==> src/rtl/hop_word_serializer.sv <==
module hop_word_serializer #(
  parameter int CAR_HALF = 1
) (
  input  logic        clk,
  input  logic        rst_n,
  input  logic        load_i,
  input  logic [31:0] enc_i,
  input  logic [31:0] ser_i,
  input  logic [3:0]  func_i,
  input  logic        vlow_i,
  input  logic        xser_i,
  input  logic        mod_i,
  input  logic        bsel_i,
  input  logic        txwak_i,
  input  logic        spm_i,
  input  logic        ind_i,
  input  logic        first_i,
  output logic        tx_o,
  output logic        done_o
);
  localparam int TE_LONG  = 32 * CAR_HALF;
  localparam int TE_MID   = 16 * CAR_HALF;
  localparam int TE_SHORT = 8 * CAR_HALF;
  localparam int TW = $clog2(TE_LONG);
  localparam int CW = (CAR_HALF > 1) ? $clog2(CAR_HALF) : 1;
  localparam int NPAY = 65;

  localparam logic [2:0] P_IDLE = 3'd0, P_WAKE = 3'd1, P_DEAD = 3'd2, P_PRE = 3'd3,
                         P_SYNC = 3'd4, P_HDR = 3'd5, P_DATA = 3'd6, P_GRD = 3'd7;

  logic [2:0]      phase;
  logic [NPAY-1:0] pay;
  logic            md_q, bs_q, tw_q, sp_q, ir_q;
  logic [TW-1:0]   te_cnt;
  logic [8:0]      seg_cnt;
  logic [6:0]      bit_idx;
  logic [2:0]      slot;
  logic [1:0]      crc;
  logic [CW-1:0]   car_cnt;
  logic            car_ph;
  logic            done_q;

  logic [TW:0] te_len;
  logic [2:0]  bit_len;
  logic [8:0]  seg_len;
  logic        te_last, d_bit, crc_fb, level;

  always_comb begin
    if (!md_q && tw_q) te_len = bs_q ? (TW+1)'(TE_SHORT) : (TW+1)'(TE_MID);
    else               te_len = bs_q ? (TW+1)'(TE_MID)   : (TW+1)'(TE_LONG);
  end

  assign te_last = ({1'b0, te_cnt} == te_len - 1'b1);
  assign bit_len = md_q ? 3'd2 : (tw_q ? 3'd6 : 3'd3);

  always_comb begin
    case (phase)
      P_WAKE:  seg_len = 9'd250;
      P_DEAD:  seg_len = 9'd258;
      P_PRE:   seg_len = 9'd28;
      P_SYNC:  seg_len = 9'd10;
      P_HDR:   seg_len = 9'd10;
      P_GRD:   seg_len = md_q ? (bs_q ? 9'd226 : 9'd114) : (bs_q ? 9'd34 : 9'd18);
      default: seg_len = 9'd1;
    endcase
  end

  assign d_bit  = (bit_idx < 7'd65) ? pay[bit_idx] : ((bit_idx == 7'd65) ? crc[0] : crc[1]);
  assign crc_fb = crc[0] ^ d_bit;

  always_comb begin
    case (phase)
      P_WAKE:  level = ((seg_cnt % 9'd3) == 9'd0);
      P_PRE:   level = ~seg_cnt[0];
      P_SYNC:  level = sp_q ? ~seg_cnt[0] : 1'b1;
      P_DATA: begin
        if (md_q)              level = (slot == 3'd0) ? d_bit : ~d_bit;
        else if (slot == 3'd0) level = 1'b1;
        else if (slot == 3'd1) level = ~d_bit;
        else                   level = 1'b0;
      end
      default: level = 1'b0;
    endcase
  end

  assign tx_o   = level & (ir_q ? car_ph : 1'b1);
  assign done_o = done_q;

  always_ff @(posedge clk or negedge rst_n) begin
    if (!rst_n) begin
      phase   <= P_IDLE;
      pay     <= '0;
      md_q    <= 1'b0;
      bs_q    <= 1'b0;
      tw_q    <= 1'b0;
      sp_q    <= 1'b0;
      ir_q    <= 1'b0;
      te_cnt  <= '0;
      seg_cnt <= '0;
      bit_idx <= '0;
      slot    <= '0;
      crc     <= '0;
      car_cnt <= '0;
      car_ph  <= 1'b1;
      done_q  <= 1'b0;
    end else begin
      done_q <= 1'b0;
      if (phase == P_IDLE) begin
        if (load_i) begin
          pay     <= xser_i ? {vlow_i, ser_i, enc_i} : {vlow_i, func_i, ser_i[27:0], enc_i};
          md_q    <= mod_i;
          bs_q    <= bsel_i;
          tw_q    <= txwak_i;
          sp_q    <= spm_i;
          ir_q    <= ind_i;
          phase   <= (mod_i && txwak_i && first_i) ? P_WAKE : P_PRE;
          te_cnt  <= '0;
          seg_cnt <= '0;
          bit_idx <= '0;
          slot    <= '0;
          crc     <= '0;
          car_cnt <= '0;
          car_ph  <= 1'b1;
        end
      end else begin
        if (te_last) begin
          car_cnt <= '0;
          car_ph  <= 1'b1;
        end else if (car_cnt == CW'(CAR_HALF - 1)) begin
          car_cnt <= '0;
          car_ph  <= ~car_ph;
        end else begin
          car_cnt <= car_cnt + 1'b1;
        end

        if (!te_last) begin
          te_cnt <= te_cnt + 1'b1;
        end else begin
          te_cnt <= '0;
          if (phase == P_DATA) begin
            if (slot == bit_len - 1'b1) begin
              slot <= '0;
              if (bit_idx <= 7'd64) crc <= {crc_fb, crc_fb ^ crc[1]};
              if (bit_idx == 7'd66) begin
                phase   <= P_GRD;
                seg_cnt <= '0;
              end else begin
                bit_idx <= bit_idx + 1'b1;
              end
            end else begin
              slot <= slot + 1'b1;
            end
          end else if (seg_cnt == seg_len - 1'b1) begin
            seg_cnt <= '0;
            case (phase)
              P_WAKE: phase <= P_DEAD;
              P_DEAD: phase <= P_PRE;
              P_PRE:  phase <= P_SYNC;
              P_SYNC: phase <= P_HDR;
              P_HDR: begin
                phase   <= P_DATA;
                bit_idx <= '0;
                slot    <= '0;
              end
              default: begin
                phase  <= P_IDLE;
                done_q <= 1'b1;
              end
            endcase
          end else begin
            seg_cnt <= seg_cnt + 1'b1;
          end
        end
      end
    end
  end
endmodule

==> config.mk <==
export PLATFORM = sky130hd
export DESIGN_NAME = hop_word_serializer
export DESIGN_NICKNAME = d
export VERILOG_FILES = /design/src/rtl/hop_word_serializer.sv
export SDC_FILE = /design/constraint.sdc
export NUM_CORES = 1
export LEC_CHECK = 0
export ABC_AREA = 1
export ABC_CLOCK_PERIOD_IN_PS = 4800
export BUFFER_PORTS_ARGS = -buffer_cell sky130_fd_sc_hd__buf_2
export CAP_MARGIN = 15
export CORE_UTILIZATION = 59
export CTS_CLUSTER_SIZE = 28
export DETAILED_ROUTE_END_ITERATION = 8
export PLACE_DENSITY = 0.81
export SLEW_MARGIN = 20
export SYNTH_ARGS = -nofsm -noshare
export SYNTH_HDL_FRONTEND = slang
export SYNTH_SLANG_ARGS = --single-unit
==> constraint.sdc <==
create_clock -name clk -period 4.8 [get_ports clk]
set_input_delay 0.24 -clock clk [delete_from_list [all_inputs] [get_ports clk]]
set_output_delay 0.24 -clock clk [all_outputs]
set_load 0.01 [all_outputs]
Yosys cells after proc, flatten, opt, wreduce, memory -nomap -nowiden
Index checks and enable logic that the tools add are counted.

operators by class
  muxes and demuxes = 74
  div/mod/pow operators = 1
  bitwise logic cells = 6
  eq/ne operators = 18
  reduce and logical (&&, ||, !) cells = 22
  add/subtract/negate cells = 8
  magnitude comparators = 3

operator list
  operator                                                                      number
  64-bit two-way mux                                                            1
  9-bit two-way mux                                                             7
  7-bit two-way mux                                                             8
  3-bit two-way mux                                                             16
  9-bit case mux with 5 select lines                                            1
  1-bit two-way mux                                                             22
  5-bit two-way mux                                                             4
  6-bit two-way mux                                                             3
  8-bit two-way mux                                                             2
  3-bit case mux with 5 select lines                                            1
  7-bit equality test, second input constant                                    2
  2-bit two-way mux                                                             7
  3-bit equality test, second input constant                                    4
  5-bit AND reduction                                                           2
  9-bit by 1-bit adder with 9-bit output, second input constant                 1
  9-bit equality test                                                           1
  9-bit zero test                                                               1
  9-bit by 2-bit remainder unit with 9-bit output, second input constant        1
  9-bit by 1-bit subtractor with 9-bit output, second input constant            1
  7-bit by 8-bit less-than comparator with 1-bit output, second input constant  1
  4-bit AND reduction                                                           2
  2-bit nonzero test                                                            4
  7-bit by 1-bit adder with 7-bit output, second input constant                 1
  1-bit binary-select mux with 7-bit select                                     1
  27 further kinds                                                              38

word-level totals
  word-level logic and storage cells = 147
  bits in registers = 102
  input bits = 79
  output and inout port bits = 2

Depth between registers and ports, before layout
Gate-level depths: netlist (run 1).

  depth in word-level cells = 10
  gate-level depth with buffers = 37
  gate-level depth less buffers = 37

Worst setup path after synthesis (run 1)
Ideal clock, no wire load.

  path kind = flip-flop to output port
  start point = reg seg_cnt[0]
  end point = out tx_o
  required time = 4.560 ns
  data arrival time = 3.866 ns
  slack = 0.694 ns
  path buffers = 0
  cell stages (with the launch flop) = 37
  cells stage by stage = dfrtp_1 > inv_1 > ha_1 > nand2_1 > nor2_2 > nand2_4 > nand2_2 > nand2_2 > nand2_1 > nand2_1 > nand2_1 > a21oi_2 > nor2_4 > inv_2 > nor2_4 > nor2_4 > nor2_4 > nand2_1 > nand2_2 > nand2_4 > nor2_8 > nand2_1 > nand3_1 > nand2_1 > inv_2 > o21ai_2 > nor2_2 > nand3_1 > nand2_1 > inv_1 > ha_1 > nor2_1 > o21ai_0 > nand3b_1 > nand2_1 > nand3_1 > a21oi_1

between the ends
  word-level cells in the longest chain between the ends = 4
  elaborated cells on any way between the ends = 6
  those cells by class = div: 1; mux: 2; bitwise: 2; reduce/logical: 1

RTL lines
  what                                                                                      line        source
  from (decl)                                                                               35          logic [8:0] seg_cnt;
  from (signal assigned)                                                                    171         seg_cnt <= seg_cnt + 1'b1;
  9-bit by 2-bit remainder unit with 9-bit output / 1-bit inverter (equally long branches)  73, 74, 75
  9-bit zero test / 1-bit two-way mux (equally long branches)                               73, 75
  1-bit case mux with 4 select lines *                                                      72          case (phase)
  1-bit bitwise AND *                                                                       86          assign tx_o = level & (ir_q ? car_ph : 1'b1);
  to (decl)                                                                                 18          output logic tx_o,

Every way passes the cells marked *; elsewhere a longest branch is shown, timed or not.

Worst setup path in the final report (run 1)
  start point = reg seg_cnt[1]
  end point = out tx_o

between the ends
  word-level cells in the longest chain between the ends = 4

RTL lines
  what                                             line  source
  9-bit by 2-bit remainder unit with 9-bit output  73    P_WAKE: level = ((seg_cnt % 9'd3) == 9'd0);
  9-bit zero test                                  73
  1-bit case mux with 4 select lines               72
  1-bit bitwise AND                                86

No other way between the ends.

==> impl_metrics.yaml, run 1 <==
run_status:
  outcome: "complete, but fails checks"
  violations: "setup timing"
finish:
  antennaDiodeCount: 0
  nets: 1092
  syn_to_final_growth_pct: 18.9
  mostFrequentLayoutCell: "nand2_1"
  layout-drive-gt1-share_pct: 22.9
  final_cell_mix: "nand2_1, dfrtp_1, nor2_1"
  post-route-util_pct: 72.7
floorplan:
  coreArea_um2: 10400
  fp.dieArea_um2: 11200
  num_rows: 37
  fp.dieH_um: 106
  die_x_um: 106
  initial_core_util_pct: 61.2
  ios: 81
worst_hold_path:
  hold_path.class: "in2reg"
  holdPathStages: 3
worst_setup_path:
  arrival_ns: 4.64
  cp.required_ns: 4.56
  cp_max_fo: 5
  critical_path_buf_inv_count: 5
  cp_num_cells: 36
  cp-start-kind: "flop"
  crit_type: "reg2out"
  slowest_delay_ns: 0.45
  cp_top_family: "simple AND/OR/NAND/NOR gates"
  crit_top_cell: "nand2_2"
  rr_worst_depth: 18
  crit_slowest_cell: "dfrtp_2"
  rrSetupSlack_ns: 0.56
  cp-end-kind: "output pin"
drt:
  vias_per_cell: 5.50
  totalWireLength_mm: 15.8
  dr.pass1.iters: 5
  drc_errors: 0
  wl_per_cell_um: 13.8
  num_vias: 6263
  first_iter_violations: 378
  ant_nets: 0
placed_design:
  portBuffers: 80
  place_hpwl_mm: 10.3
  gp_congestion: 0.896
yosys:
  yosys_register_bits: 101
  synth_top_family_by_area: "simple AND/OR/NAND/NOR gates"
  muxShareOfSynthArea_pct: 0
  synth-adder-area-share_pct: 3.14
  synth_cell_type_count: 48
  synthSimpleGateAreaFrac_pct: 34.8
  ys_seq_area_share_pct: 39.7
  syn-num-nets: 996
  netlist_area_um2: 6370
  synth_compound_area_share_pct: 12.3
  synth.avg_cell_area_um2: 7.07
  postSynthCellCount: 901
  synth_xor_area_share_pct: 2.47
  yosysWarnings: 0
global_route:
  top_usage_layer: "met2"
  use_met3_pct: 3.49
  grt_util_all_layers_pct: 27.0
  use_met1_pct: 35.5
  grt_pass1_wl_mm: 24.6
  met2_usage_pct: 47.1
  grt_overflow_total: 0
  grt_pass1_vias: 5553
  grt_max_degree: 67
  antenna_found_initial: 0
cts:
  insertion_delay_ns: 0.39
  h-tree-depth: 3
  cts_tree: "built"
  root_buffer: "clkbuf_8"
  cts_sinks: 101
  cts_buffers: 9
  clkTransAtPathRegs_ns: 0.12
  clk_path_buf_depth: 2
timing:
  fmax_mhz: 205
  slew_headroom_pct: 33.8
  final_hold_viol_count: 0
  post-route-min-period_ns: 4.88
  rsz0062_at_grt: "true"
  finClkSkew_ns: 0.0185
  worst_slew_pin_slew_ns: 0.991
  fin_crit_sh_pct: 102
  setup_slack_ns: -0.0786
  setup_violations: 1
  timing.final.max_slew_violations: 0
flow_run:
  maxCapViolations: 0
power_and_ir_drop:
  total_power_uw: 1950
  leakage_uw: 0.00398
  ir_drop_mv: 0.173
  power_density_nw_per_um2: 258
layer usage:
| layer | vias up | wire [µm] | share of wire (%) |
|---|---|---|---|
| met3 | 37 | 832 | 5.3 |
| met4 | 0 | 337 | 2.1 |
| met2 | 235 | 7790 | 49 |
| met1 | 2892 | 6790 | 43 |
| li1 | 3099 | - | - |
| met5 | - | 0 | 0 |
cell usage after synthesis (all sizes together):
library cell	count	area share, %
nand2	316	19
dfrtp	100	39
nor2	97	6.8
inv	92	5.5
o21ai	69	5.5
nand3	61	5.2
clkbuf	24	1.4
a21oi	23	2.0
o22ai	20	2.0
xor2	17	2.3
ha	16	3.1
nand4	12	1.4
nor3	12	0.94
buf	8	0.63
nor4	5	0.59
a221oi	3	0.41
a22o	3	0.41
o211ai	3	0.35
o21bai	3	0.41
o31ai	3	0.35
a211oi	2	0.24
o311ai	2	0.27
a2111oi	1	0.14
a31oi	1	0.098
and3	1	0.098
clkinv	1	0.059
dfstp	1	0.41
nand3b	1	0.12
nor4b	1	0.14
o221ai	1	0.14
or2	1	0.098
xnor2	1	0.14
sequential cells by signal (all words and copies together) (netlist names), 2 cells and up:
name     count
phase        3
bit_idx      7
slot         3
crc          2
seg_cnt      9
te_cnt       5
pay         65
per-stage QoR:
stage          setup TNS (ns)  instance area, µm²  hold slack (ns)  setup slack [ns]  std cells
2_1_floorplan               0                6370          -0.0556             0.694        901
6_report              -0.0786                7570           0.0410           -0.0786       1138
3_3_place_gp                0                6870            0.281             0.394       1092
3_5_place_dp                0                6870            0.291             0.261       1092
5_1_grt                -0.353                7570           0.0395            -0.353       1138
4_1_cts                     0                7130           0.0257            0.0139       1111
final cells by class:
class,count,area (µm²)
clock buffer,9,124
clock inverter,7,100
fill,831,2840
inverter,93,364
multi-input combinational,675,3590
sequential,101,2540
tap,136,170
timing repair buffer,117,683
report_power, final:
| part | leakage [µW] | internal, µW | switching (µW) | total, µW |
|---|---|---|---|---|
| logic | 0.00263 | 157 | 261 | 418 |
| registers | 0.00124 | 906 | 34.9 | 941 |
| clock network | 0.000112 | 258 | 337 | 595 |
tightest hold or removal path: cells and delay by family:
kind	cells	cell delay, ns
and+or+nand+nor	2	0.09
buffers and inverters	1	0.07
logic make-up after synthesis:
group | Yosys count
xor gates and xnor gates | 18
AOI/OAI and AO/OA | 134
buffers and inverters | 125
DFF | 101
adders and majority gates | 16
and+or+nand+nor | 507
worst paths after layout:
path,end,from
setup / recovery,tx_o,seg_cnt[1]
hold / removal,pay[14],enc_i[14]
setup reg to reg,bit_idx[6],phase[1]
hold reg to reg,pay[34],pay[34]
max in group asynchronous,seg_cnt[4],rst_n
min in group asynchronous,ir_q,rst_n
timing repair:
| action | 4_1_cts | 5_1_grt |
|---|---|---|
| pin swaps | 0 | 38 |
| setup buffers | 2 | 27 |
| hold buffers | 1 | 0 |
| endpoints found under the setup margin | 1 | 1 |
| hold endpoints to repair | 45 | 0 |
| resized for setup | 4 | 66 |
Note: power is estimated with default switching activity, not from simulation.
==> run 2, diff against run 1 <==
Settings changed: ABC_AREA 1 to 0.
==> run 2 against run 1 <==
Net effect:
- the flow still finishes with violations (setup timing)
- sequential power shrank 9.0%
- first-iteration DRC count shrank 12%
- die area up 2.5%
- synthesized cell count is 15% lower
- combinational power is 41% lower
- worst setup slack lost 0.15 ns
- sequential cell count did not move
- largest power group unchanged
- highest routed layer unchanged
==> impl_metrics.yaml, run 2 <==
run_status:
  outcome: "complete, but fails checks"
  violations: "setup timing"
finish:
  final_area_um2: 7530
  layout-drive-gt1-share_pct: 22.0
  final_cell_mix: "nand2_1, dfrtp_1, buf_2"
  largest_register_ffs: 65
  top_regs: "pay x65, seg_cnt x9, bit_idx x7"
  nets: 948
  antennaDiodeCount: 0
  syn_to_final_growth_pct: 15.2
  mostFrequentLayoutCell: "nand2_1"
  largest_register: "pay"
yosys:
  synth_top_family_by_area: "simple AND/OR/NAND/NOR gates"
  netlist_area_um2: 6540
  synth-adder-area-share_pct: 3.06
  yosys_register_bits: 101
  synth.avg_cell_area_um2: 8.51
  muxShareOfSynthArea_pct: 9.99
  synthFlopType: "dfrtp_1"
  synth_xor_area_share_pct: 3.62
  synth.area.top_cells: "dfrtp_1, nand2_1, mux4_2"
  ys_seq_area_share_pct: 38.7
  synth_commonest_cells: "nand2_1, dfrtp_1, o21ai_0, nor2_1, clkbuf_1"
  synthArstFlopShare_pct: 100
  synth_top_area_cell: "dfrtp_1"
  synth_compound_area_share_pct: 14.6
  syn-num-nets: 863
  yosysMostFrequentCell: "nand2_1"
  yosysWarnings: 0
  synth_cell_type_count: 74
  netlist.area_leader.share_pct: 38.3
  postSynthCellCount: 768
  synth_edf_count: 0
  synthSimpleGateAreaFrac_pct: 25.6
timing:
  fmax_mhz: 199
  post-route-min-period_ns: 5.03
  timing.final.max_slew_violations: 0
  rsz0062_at_grt: "true"
  setup_tns_ns: -0.228
  slew_headroom_pct: 43.1
  final_hold_viol_count: 0
  timing.hold.ws_ns: 0.0397
  finClkSkew_ns: 0.0114
  setup_violations: 1
  worst_slew_pin_slew_ns: 0.847
  fin_crit_sh_pct: 105
  setup_slack_ns: -0.228
global_route:
  grt_max_degree: 68
  antenna_found_initial: 0
  grt_util_all_layers_pct: 29.8
  grt_pass1_vias: 5849
  grt_overflow_total: 0
  grt_pass1_wl_mm: 27.0
worst_setup_path:
  cp_top_family: "compound AO/OA/AOI/OAI gates"
  crit_top_cell: "or4_4"
  rrSetupSlack_ns: 1.04
  cp-end-kind: "output pin"
  cp-start-kind: "flop"
  rr_worst_depth: 12
  cp.required_ns: 4.56
  r2r_end: "bit_idx[6]"
  r2r-start: "phase[2]"
  cp_max_fo: 7
  worstPathCellList: "buf_6, nor4b_4, buf_4, a41oi_4, a211oi_2, nor3_1, or4_4, mux2_4, a211o_1, xnor2_2, ha_2, o21ai_1, a221oi_1, a21boi_1, or4_4, o41ai_4, buf_2"
  arrival_ns: 4.79
  crit_slowest_cell: "or4_4"
  critical_path_buf_inv_count: 3
  slowest_delay_ns: 0.54
  cp_num_cells: 17
  crit_type: "reg2out"
cts:
  clkTransAtPathRegs_ns: 0.10
  cts_tree: "built"
  insertion_delay_ns: 0.38
  root_buffer: "clkbuf_8"
  cts_sinks: 101
  clk_path_buf_depth: 2
  cts_buffers: 9
  h-tree-depth: 3
floorplan:
  ios: 81
  coreArea_um2: 10800
  fp.dieArea_um2: 11500
  initial_core_util_pct: 60.5
  die_x_um: 107
  fp.dieH_um: 107
  num_rows: 38
worst_hold_path:
  hold_path.class: "in2reg"
  holdPathEnd: "pay[54]"
  holdPathStages: 3
  hp-start: "ser_i[22]"
placed_design:
  portBuffers: 80
  gp_congestion: 0.881
  place_hpwl_mm: 11.2
  placed_area_um2: 7140
power_and_ir_drop:
  power_density_nw_per_um2: 213
  ir_drop_mv: 0.234
  leakage_uw: 0.00361
  total_power_uw: 1600
drt:
  ant_nets: 0
  wl_per_cell_um: 16.0
  vias_per_cell: 5.97
  first_iter_violations: 331
  totalWireLength_mm: 16.0
  drc_errors: 0
  dr.pass1.iters: 5
  num_vias: 5963
flow_run:
  maxCapViolations: 0
==> run 2: cell count changes after synthesis, moves of 19 or more <==
cell / change
xnor2_1: +19
nand2_1: -57
inv_1: -64
mux4_2: +21
nand3_1: -35
o21ai_0: -27
nor2_1: -49
==> run 2: report_power, final <==
part	internal, µW	leakage, µW	switching (µW)
clock network	194	0.0000781	308
logic	112	0.00219	133
registers	853	0.00135	2.46
==> run 2: stage by stage <==
step	util (%)	cells	setup slack, ns
after floorplan	-	768	0.00199
after global placement	66.2	968	0.0890
after detailed placement	66.2	968	-0.0367
after CTS	68.9	992	-0.133
after global routing	69.7	998	-0.417
final	69.7	998	-0.228
==> run 2: kinds of logic (layout without fill, tap and decap cells) <==
logic type	Yosys count	after routing
XOR/XNOR	27	27
multiplexers	38	38
adder cells (fa/ha/maj)	16	16
buffers and inverters	68	158
AO/OA/AOI/OAI	138	138
AND/OR/NAND/NOR	380	380
flip-flops	101	101
==> run 2: final cells by class <==
| cell class | instances | area (µm²) |
|---|---|---|
| tap | 140 | 175 |
| fill | 827 | 3270 |
| sequential | 101 | 2530 |
| clock inverter | 5 | 42.5 |
| multi-input combinational | 599 | 3850 |
| clock buffer | 11 | 131 |
| inverter | 19 | 71.3 |
| timing repair buffer | 123 | 732 |
==> run 2: what timing repair did <==
action,in CTS,in global routing
gates resized for setup,11,10
endpoints found under the setup margin,1,1
pin swaps,5,8
setup buffers,7,6
hold buffers,1,0
endpoints found under the hold margin,56,0
==> run 2: tightest hold or removal path: cells and delay by family <==
| kind | cells | cell delay (ns) |
|---|---|---|
| AND/OR/NAND/NOR | 2 | 0.08 |
| buffers and inverters | 1 | 0.07 |
==> run 2: layer usage <==
metal	vias up	part of all wire, %	GRT usage [%]
met3	29	5.4	5.71
met5	-	0	0
li1	2850	-	-
met2	207	48	50.5
met4	0	2.0	8.90
met1	2877	44	39.0
==> run 2: worst max-delay path by stage <==
stage | start | to | slack [ns]
final | seg_cnt[7] | tx_o | -0.23
after CTS | seg_cnt[7] | tx_o | -0.13
after floorplan | seg_cnt[7] | tx_o | 0.002
after global placement | seg_cnt[8] | tx_o | 0.09
after detailed placement | seg_cnt[8] | tx_o | -0.04
after global routing | seg_cnt[7] | tx_o | -0.42
==> run 3, diff against run 2 <==
Settings changed: CORE_UTILIZATION 59 to 38, PLACE_DENSITY 0.81 to default.
==> run 3 against run 2 <==
Net effect:
- utilization decreased by 23 points
- cell area grew 2.7%
- the run ends with hold timing, setup timing left
- first-iteration DRC count increased by 11%
- clock skew rose by 0.0021 ns
- routed wire length rose by 0.53%
- critical endpoint unchanged
- count of clock-buffer cells in the layout shrank 2
- sequential cell count did not move
- global-route usage is 11 points lower
- die area up 54%
- total power up 16%
- clock power increased by 53%
==> impl_metrics.yaml, run 3 (synthesis gave the netlist of run 2 again) <==
cts:
  cts_sinks: 101
  h-tree-depth: 3
  cts_tree: "built"
  root_buffer: "clkbuf_16"
  cts_buffers: 9
  hold_buffers: 0
  insertion_delay_ns: 0.36
  clk_path_buf_depth: 2
  clkTransAtPathRegs_ns: 0.07
global_route:
  grt_max_degree: 73
  grt_pass1_vias: 5606
  grt_util_all_layers_pct: 19.3
  grt_overflow_total: 0
  antenna_found_initial: 0
  grt_pass1_wl_mm: 27.7
floorplan:
  die_x_um: 133
  initial_core_util_pct: 39.1
  fp.dieArea_um2: 17700
  num_rows: 47
  ios: 81
  fp.dieH_um: 133
  coreArea_um2: 16700
timing:
  slew_headroom_pct: 45.0
  finClkSkew_ns: 0.0135
  timing.hold.ws_ns: -0.0395
  setup_slack_ns: -0.102
  fmax_mhz: 204
  setup_violations: 1
  setup_tns_ns: -0.102
  timing.final.max_slew_violations: 0
  final_hold_viol_count: 38
  fin_crit_sh_pct: 102
  post-route-min-period_ns: 4.90
  rsz0062_at_grt: "true"
  worst_slew_pin_slew_ns: 0.825
finish:
  top_regs: "pay x65, seg_cnt x9, bit_idx x7"
  final_cell_mix: "nand2_1, dfrtp_1, buf_2"
  layout-drive-gt1-share_pct: 22.0
  antennaDiodeCount: 0
  mostFrequentLayoutCell: "nand2_1"
  nets: 945
  largest_register_ffs: 65
  syn_to_final_growth_pct: 18.2
  largest_register: "pay"
  final_area_um2: 7730
drt:
  first_iter_violations: 369
  num_vias: 5739
  vias_per_cell: 5.34
  ant_nets: 0
  dr.pass1.iters: 5
  wl_per_cell_um: 15.0
  drc_errors: 0
  totalWireLength_mm: 16.1
power_and_ir_drop:
  p_int_uw: 1370
  ir_drop_mv: 0.204
  power_density_nw_per_um2: 241
  pwr-share-seq_pct: 46.0
  comb_power_share_pct: 12.5
  switching_share_pct: 26.1
  leakage_uw: 0.00367
  p_sw_uw: 485
  pwr-share-clk_pct: 41.4
flow_run:
  maxCapViolations: 0
worst_hold_path:
  hold_path.class: "in2async"
worst_setup_path:
  cp.required_ns: 4.56
  crit_type: "reg2out"
  cp-end-kind: "output pin"
  cp_max_fo: 7
  arrival_ns: 4.66
  cp-start-kind: "flop"
  rr_worst_depth: 13
placed_design:
  placed_area_um2: 7280
  portBuffers: 80
  gp_congestion: 0.869
  place_hpwl_mm: 11.1
run_status:
  violations: "hold timing, setup timing"
  outcome: "complete, but fails checks"
[run 3: final cells by class]
cell class                      count  area (µm²)
Fill cell                        1689        8970
Tap cell                          220         275
Multi-Input combinational cell    599        3830
Sequential cell                   101        2530
Inverter                           19        71.3
Clock inverter                      7        88.8
Timing Repair Buffer              120         707
Clock buffer                        9         225
[run 3: metal layers]
layer  global-route usage [%]  routed length [µm]  up-vias
met5                        0                   0        -
met4                     3.91                 124        0
met3                     3.58                 673       13
met2                     31.4                7510      131
met1                     26.9                7760     2743
li1                         -                   -     2852
[run 3: power by group through the flow]
stage | registers, µW | clock network, µW | logic (µW)
after floorplan | 874 | 0 | 134
after global placement | 873 | 0 | 227
after detailed placement | 873 | 0 | 226
after CTS | 856 | 798 | 229
after global routing | 856 | 827 | 258
final | 856 | 770 | 233
[run 3: repair_timing]
item                                    CTS  global route
pin swaps                                 4             1
setup buffers                             5             1
endpoints found under the setup margin    1             1
resized for setup                         7             8
[run 3: final timing paths]
kind	startpoint	to	slack [ns]
worst min register to register	pay[39]	pay[39]	0.47
worst max register to register	phase[2]	bit_idx[6]	1.07
worst min-delay path	rst_n	pay[24]	-0.04
worst max-delay path	seg_cnt[7]	tx_o	-0.10
max in group asynchronous	rst_n	seg_cnt[6]	3.84
min in group clk	enc_i[15]	pay[15]	0.06
[run 3: worst max-delay path: stages (launching register included)]
cell,delay [ns]
dfrtp_1,0.39
ha_2,0.35
inv_1,0.09
a41oi_4,0.32
nor3_1,0.09
o31a_1,0.30
or4_4,0.44
mux2_4,0.33
a211o_1,0.31
xnor2_2,0.16
ha_1,0.19
o21ai_0,0.09
a221oi_1,0.26
a21boi_1,0.12
or4_4,0.50
o41ai_4,0.20
buf_2,0.18
[run 3: through the flow]
stage	std cells	utilization, %	hold slack, ns	total power [µW]	setup slack [ns]
after global routing	1075	46.3	0.0273	1940	-0.288
final	1075	46.3	-0.0395	1860	-0.102
after detailed placement	1053	43.6	0.389	1100	0.0694
after global placement	1053	43.6	0.395	1100	0.0818
after CTS	1074	45.9	0.00156	1880	-0.0967
after floorplan	768	-	-0.0556	1010	0.00199
